$ cat config.mk
export PLATFORM = sky130hd
export DESIGN_NAME = paged_bus_master
export DESIGN_NICKNAME = d
export VERILOG_FILES = /design/src/rtl/pbm_pkg.sv /design/src/rtl/pbm_seq.sv /design/src/rtl/pbm_addr.sv /design/src/rtl/pbm_rdata.sv /design/src/rtl/paged_bus_master.sv
export SDC_FILE = /design/constraint.sdc
export NUM_CORES = 1
export LEC_CHECK = 0
export ABC_AREA = 1
export BUFFER_PORTS_ARGS = -buffer_cell sky130_fd_sc_hd__buf_4
export CAP_MARGIN = 20
export CORE_ASPECT_RATIO = 1.75
export CORE_MARGIN = 3
export CORE_UTILIZATION = 51
export DETAILED_ROUTE_END_ITERATION = 10
export GPL_TIMING_DRIVEN = 0
export PLACE_DENSITY_LB_ADDON = 0.25
export REMOVE_ABC_BUFFERS = 1
export SYNTH_ARGS = -nofsm -noshare
export SYNTH_HDL_FRONTEND = slang
export SYNTH_SLANG_ARGS = --single-unit
export TNS_END_PERCENT = 20
$ cat constraint.sdc
create_clock -name clk_i -period 1.8 [get_ports clk_i]
set_input_delay 0 -clock clk_i [delete_from_list [all_inputs] [get_ports clk_i]]
set_output_delay 0 -clock clk_i [all_outputs]
set_load 0.03 [all_outputs]
$ cat src/rtl/pbm_pkg.sv
package pbm_pkg;
  typedef enum logic [1:0] {
    ST_IDLE = 2'd0,
    ST_ADDR = 2'd1,
    ST_WAIT = 2'd2,
    ST_DONE = 2'd3
  } bus_state_e;
endpackage

$ cat src/rtl/pbm_seq.sv
module pbm_seq
  import pbm_pkg::*;
(
  input  logic clk_i,
  input  logic rst_ni,
  input  logic req_i,
  input  logic rdy_i,
  output logic accept_o,
  output logic finish_o,
  output logic cyc_o,
  output logic stall_o
);
  bus_state_e state_q, state_d;

  assign accept_o = (state_q == ST_IDLE) && req_i;
  assign finish_o = (state_q == ST_DONE) && rdy_i;
  assign cyc_o    = (state_q != ST_IDLE);
  assign stall_o  = cyc_o && !finish_o;

  always_comb begin
    state_d = state_q;
    unique case (state_q)
      ST_IDLE: if (req_i) state_d = ST_ADDR;
      ST_ADDR: state_d = ST_WAIT;
      ST_WAIT: state_d = ST_DONE;
      ST_DONE: if (rdy_i) state_d = ST_IDLE;
      default: state_d = ST_IDLE;
    endcase
  end

  always_ff @(posedge clk_i or negedge rst_ni)
    if (!rst_ni) state_q <= ST_IDLE;
    else         state_q <= state_d;

  AST_MIN_LEN: assert property (@(posedge clk_i) disable iff (!rst_ni)
    accept_o |=> cyc_o ##1 cyc_o ##1 cyc_o);
  AST_STRETCH: assert property (@(posedge clk_i) disable iff (!rst_ni)
    (cyc_o && stall_o && !rdy_i && $past(cyc_o) && $past(cyc_o, 2)) |=> cyc_o);
  AST_END: assert property (@(posedge clk_i) disable iff (!rst_ni)
    (cyc_o && !stall_o) |=> !cyc_o);
  AST_IDLE_NO_STALL: assert property (@(posedge clk_i) disable iff (!rst_ni)
    !cyc_o |-> !stall_o);
endmodule

$ cat src/rtl/pbm_addr.sv
module pbm_addr #(
  parameter int ADDR_W = 16,
  localparam int PAGE_W = ADDR_W - 8,
  localparam int PG_IN_W = (PAGE_W > 0) ? PAGE_W : 1
) (
  input  logic               clk_i,
  input  logic               rst_ni,
  input  logic               accept_i,
  input  logic               cyc_i,
  input  logic               we_i,
  input  logic [7:0]         addr_i,
  input  logic [7:0]         wdata_i,
  input  logic               page_we_i,
  input  logic [PG_IN_W-1:0] page_i,
  output logic [ADDR_W-1:0]  bus_addr_o,
  output logic               bus_we_o,
  output logic [7:0]         bus_wdata_o
);
  logic [ADDR_W-1:0] full_addr;

  generate
    if (PAGE_W > 0) begin : g_page
      logic [PAGE_W-1:0] page_q;
      always_ff @(posedge clk_i or negedge rst_ni)
        if (!rst_ni)        page_q <= '0;
        else if (page_we_i) page_q <= page_i;
      assign full_addr = {page_q, addr_i};
    end else begin : g_flat
      logic unused_page;
      assign unused_page = ^{page_we_i, page_i};
      assign full_addr   = addr_i[ADDR_W-1:0];
    end
  endgenerate

  // capture at acceptance so the bus stays steady under page or core changes
  always_ff @(posedge clk_i or negedge rst_ni)
    if (!rst_ni) begin
      bus_addr_o  <= '0;
      bus_we_o    <= 1'b0;
      bus_wdata_o <= '0;
    end else if (accept_i) begin
      bus_addr_o  <= full_addr;
      bus_we_o    <= we_i;
      bus_wdata_o <= wdata_i;
    end

  AST_ADDR_HOLD: assert property (@(posedge clk_i) disable iff (!rst_ni)
    (cyc_i && $past(cyc_i)) |-> ($stable(bus_addr_o) && $stable(bus_we_o)
                                 && $stable(bus_wdata_o)));
endmodule

$ cat src/rtl/pbm_rdata.sv
module pbm_rdata (
  input  logic       clk_i,
  input  logic       rst_ni,
  input  logic       finish_i,
  input  logic       we_i,
  input  logic [7:0] bus_rdata_i,
  output logic [7:0] rdata_o
);
  always_ff @(posedge clk_i or negedge rst_ni)
    if (!rst_ni)                rdata_o <= '0;
    else if (finish_i && !we_i) rdata_o <= bus_rdata_i;
endmodule

$ cat src/rtl/paged_bus_master.sv
module paged_bus_master #(
  parameter int ADDR_W = 16,
  localparam int PG_IN_W = (ADDR_W > 8) ? ADDR_W - 8 : 1
) (
  input  logic               clk_i,
  input  logic               rst_ni,
  input  logic               req_i,
  input  logic               we_i,
  input  logic [7:0]         addr_i,
  input  logic [7:0]         wdata_i,
  input  logic               page_we_i,
  input  logic [PG_IN_W-1:0] page_i,
  output logic               bus_cyc_o,
  output logic               bus_we_o,
  output logic [ADDR_W-1:0]  bus_addr_o,
  output logic [7:0]         bus_wdata_o,
  input  logic [7:0]         bus_rdata_i,
  input  logic               bus_rdy_i,
  output logic [7:0]         rdata_o,
  output logic               stall_o
);
  logic accept, finish;

  initial begin
    AST_ADDR_W_RANGE: assert (ADDR_W >= 8 && ADDR_W <= 24);
  end

  pbm_seq u_seq (
    .clk_i    (clk_i),
    .rst_ni   (rst_ni),
    .req_i    (req_i),
    .rdy_i    (bus_rdy_i),
    .accept_o (accept),
    .finish_o (finish),
    .cyc_o    (bus_cyc_o),
    .stall_o  (stall_o)
  );

  pbm_addr #(.ADDR_W(ADDR_W)) u_addr (
    .clk_i       (clk_i),
    .rst_ni      (rst_ni),
    .accept_i    (accept),
    .cyc_i       (bus_cyc_o),
    .we_i        (we_i),
    .addr_i      (addr_i),
    .wdata_i     (wdata_i),
    .page_we_i   (page_we_i),
    .page_i      (page_i),
    .bus_addr_o  (bus_addr_o),
    .bus_we_o    (bus_we_o),
    .bus_wdata_o (bus_wdata_o)
  );

  pbm_rdata u_rdata (
    .clk_i       (clk_i),
    .rst_ni      (rst_ni),
    .finish_i    (finish),
    .we_i        (bus_we_o),
    .bus_rdata_i (bus_rdata_i),
    .rdata_o     (rdata_o)
  );

  AST_READ_CAPTURE: assert property (@(posedge clk_i) disable iff (!rst_ni)
    (bus_cyc_o && !stall_o && !bus_we_o) |=> (rdata_o == $past(bus_rdata_i)));
  AST_WRITE_KEEPS: assert property (@(posedge clk_i) disable iff (!rst_ni)
    (bus_cyc_o && bus_we_o) |=> $stable(rdata_o));
  AST_BUSY_NO_RESTART: assert property (@(posedge clk_i) disable iff (!rst_ni)
    (bus_cyc_o && stall_o) |=> bus_cyc_o);
endmodule

==> run_results.csv <==
group,metric,value,unit
pwr,clkPwrFrac,16.0,%
pwr,p_comb_share,50.8,%
die,die_area,4380,um2
drt,drt-initial-drc-count,48,
placement,placed_cells,299,
finish,fin_nets,337,
finish,drive_above_1_share,30.1,%
grt,grt_max_degree,44,
worst_setup_path,reg2regPathDepth,5,
finish,final_cell_mix,"buf_4, nand2_1, dfrtp_1, dlygate4sd3_1, nand3_1",
clocking,clockRootBuffer,"clkbuf_8",
clocking,cts_tree,"yes",
worst_setup_path,worstSetupStartpointType,"register",
clocking,cts_made_buffers,5,
worst_setup_path,worst_ep_arrival_time,1.71,ns
clocking,cts_max_level,2,
job,cap_violations,0,
grt,grt_pass1_vias,1622,
finish,final_common_cell,"buf_4",
clocking,clkLatencyLatePin,0.29,ns
worst_setup_path,cp_num_buf_inv,1,
worst_setup_path,cp-end-kind,"register",
pwr,power_density,1700,nW/um2
pwr,power.total,4.76,mW
hold_path,hold_end,"u_addr.g_page.page_q[4]$_DFFE_PN0P_",
sta,setup_viol,0,
worst_setup_path,r2r_slack,0.26,ns
logic_synthesis,synth.distinct_cells,20,
worst_setup_path,required,1.97,ns
sta,maxSlewViolCount,0,
sta,slew_headroom,64.9,%
die,initial_core_util,53.4,%
drt,drt_wl_total,4780,um
logic_synthesis,ys_seq_area_share,58.7,%
grt,grt-ovfl-total,0,
finish,n_fill_cell,220,
finish,area_growth,53.0,%
logic_synthesis,yosysWarnings,0,
logic_synthesis,syn_area_per_cell,9.55,um2
die,ios,73,
sta,clock_skew,0.00236,ns
pwr,p_leak,1.49,nW
drt,antenna_left,0,
pwr,seqPwrFrac,33.1,%
clocking,clk_pin_slew_worst_paths,0.08,ns
drt,drc,0,
hold_path,min_from,"page_we_i",
worst_setup_path,regToRegEndpoint,"u_addr.bus_we_o$_DFFE_PN0P_",
worst_setup_path,crit_chain,"inv_1 > ha_4 > nand2_4 > nor2_1 > a21oi_2",
placement,portBuffers,72,
placement,globalplace.congestion,0.779,
finish,antennaDiodeCount,0,
sta,clock.fmax,0.649,GHz
worst_setup_path,cp_max_fo,34,
placement,dp_hpwl,2680,um
pwr,switchingPower,2.08,mW
worst_setup_path,crit_family,"simple AND/OR/NAND/NOR gates",
status,status,"complete, no violations",
finish,fin_area,2810,um2
grt,antenna_found_initial,0,
drt,dr_total_vias,1679,
die,core,3430,um2
sta,period_share,85.6,%
worst_setup_path,cpPeakStageDelay,0.41,ns
drt,vias_per_cell,4.92,
sta,period_needed,1.54,ns
die,die_width,51.3,um
worst_setup_path,cpMaxStageDelayCell,"dfrtp_1",
drt,routedWlPerCell,14.0,um
logic_synthesis,netlist_area,1830,um2
grt,grt_pass1_wl,7760,um
finish,instances_no_fill,341,
die,rows,28,
pwr,cell_internal_pwr,2.68,mW
pwr,swShare,43.7,%
pwr,ir_drop,1.30,mV
placement,place_ws,-0.181,ns
worst_setup_path,regToRegStartpoint,"u_seq.state_q[0]$_DFFE_PN0P_",
drt,dr.pass1.iters,4,
die,dieHeight,85.3,um
sta,hold_violations,0,
worst_setup_path,path_class,"reg -> reg",
logic_synthesis,syn_inst,192,
sta,rsz0062_at_grt,"no",
sta,fin_ws,0.260,ns
clocking,cts_buffer_depth,2,
placement,place_area,2340,um2
hold_path,hp-class,"in -> reg",
sta,tightest_slew,0.527,ns
grt,grt_use_total,23.6,%
clocking,clock-sinks,43,
logic_synthesis,synth_seq_cells,43,
hold_path,holdPathStages,2,
[what timing repair did]
action	CTS	global route
resized for setup	1	1
hold buffers	34	0
setup endpoints to repair	27	7
gates cloned	0	0
hold endpoints to repair	76	0
buffers inserted	0	0
[layer usage]
| layer | vias to the layer above | share of wire (%) | global-route usage [%] |
|---|---|---|---|
| li1 | 813 | - | - |
| met1 | 799 | 39 | 26.6 |
| met2 | 62 | 54 | 42.8 |
| met3 | 5 | 6.4 | 6.33 |
| met4 | 0 | 1.2 | 6.44 |
| met5 | - | 0 | 0 |
[per-stage QoR]
stage                     TNS (ns)  util, %  hold slack (ns)
after CTS                        0     81.5           0.0235
after floorplan                  0        -           -0.296
final                            0     81.7           0.0417
after detailed placement     -2.90     68.0           0.0192
after global routing             0     81.7           0.0333
after global placement       -2.37     68.0           0.0183
[cells in the mapped netlist]
master	count	area share [%]
inv_1	15	3.1
dfrtp_1	43	59
nand2_1	70	14
a21oi_2	1	0.48
nor2_1	1	0.20
buf_2	1	0.27
buf_4	4	1.6
clkinv_1	1	0.20
nand4_1	8	2.7
ha_1	4	2.7
buf_8	1	0.82
nand3_1	18	4.9
nand2_4	1	0.61
o21ai_2	3	1.4
nand2_2	2	0.68
a21oi_1	1	0.27
o21ai_1	5	1.4
o21ai_0	8	2.2
buf_6	4	2.5
nand3_4	1	0.96
[flip-flops by register name, indices dropped and copies added, names as in the netlist]
signal	count
u_addr.bus_we_o	1
u_addr.g_page.page_q	8
u_addr.bus_wdata_o	8
u_addr.bus_addr_o	16
u_seq.state_q	2
u_rdata.rdata_o	8
[worst reg2reg max path, cell delays in order (launching register included)]
cell and delay [ns]:
dfrtp_1 0.41, inv_1 0.16, ha_4 0.32, nand2_4 0.28, nor2_1 0.21, a21oi_2 0.04
[layout make-up]
class                   count  area (um2)  area share, %
clock inverters             2        35.0           1.25
clock buffers               6        82.6           2.94
multi-input cells         123         616           21.9
well taps                  45        56.3           2.01
repair buffers            106         881           31.4
inverters                  16        60.1           2.14
flip-flops and latches     43        1080           38.3
[cells by family after synthesis]
family,count (synthesis),share of synthesized area (%)
simple gates,101,24.4
buf+inv,26,8.46
fa+ha+maj,4,2.73
compound gates,18,5.73
flops,43,58.7
[power groups by stage]
stage | sequential [mW] | combinational, mW | clock, mW
global placement | 1.58 | 2.25 | 0
CTS | 1.57 | 2.36 | 0.789
global route | 1.61 | 2.61 | 0.831
detailed placement | 1.58 | 2.30 | 0
finish | 1.58 | 2.42 | 0.765
floorplan | 2.26 | 0.722 | 0
[how the worst max path moves through the flow]
| stage | to | start | cells after the start |
|---|---|---|---|
| after floorplan | u_addr.bus_we_o$_DFFE_PN0P_ | u_seq.state_q[0]$_DFFE_PN0P_ | 5 |
| after global placement | u_addr.bus_we_o$_DFFE_PN0P_ | u_seq.state_q[0]$_DFFE_PN0P_ | 5 |
| after detailed placement | u_addr.bus_we_o$_DFFE_PN0P_ | u_seq.state_q[0]$_DFFE_PN0P_ | 5 |
| after CTS | u_addr.bus_we_o$_DFFE_PN0P_ | u_seq.state_q[0]$_DFFE_PN0P_ | 5 |
| after global routing | u_addr.bus_we_o$_DFFE_PN0P_ | u_seq.state_q[0]$_DFFE_PN0P_ | 5 |
| final | u_addr.bus_we_o$_DFFE_PN0P_ | u_seq.state_q[0]$_DFFE_PN0P_ | 5 |
(Power assumes the default switching activity.)
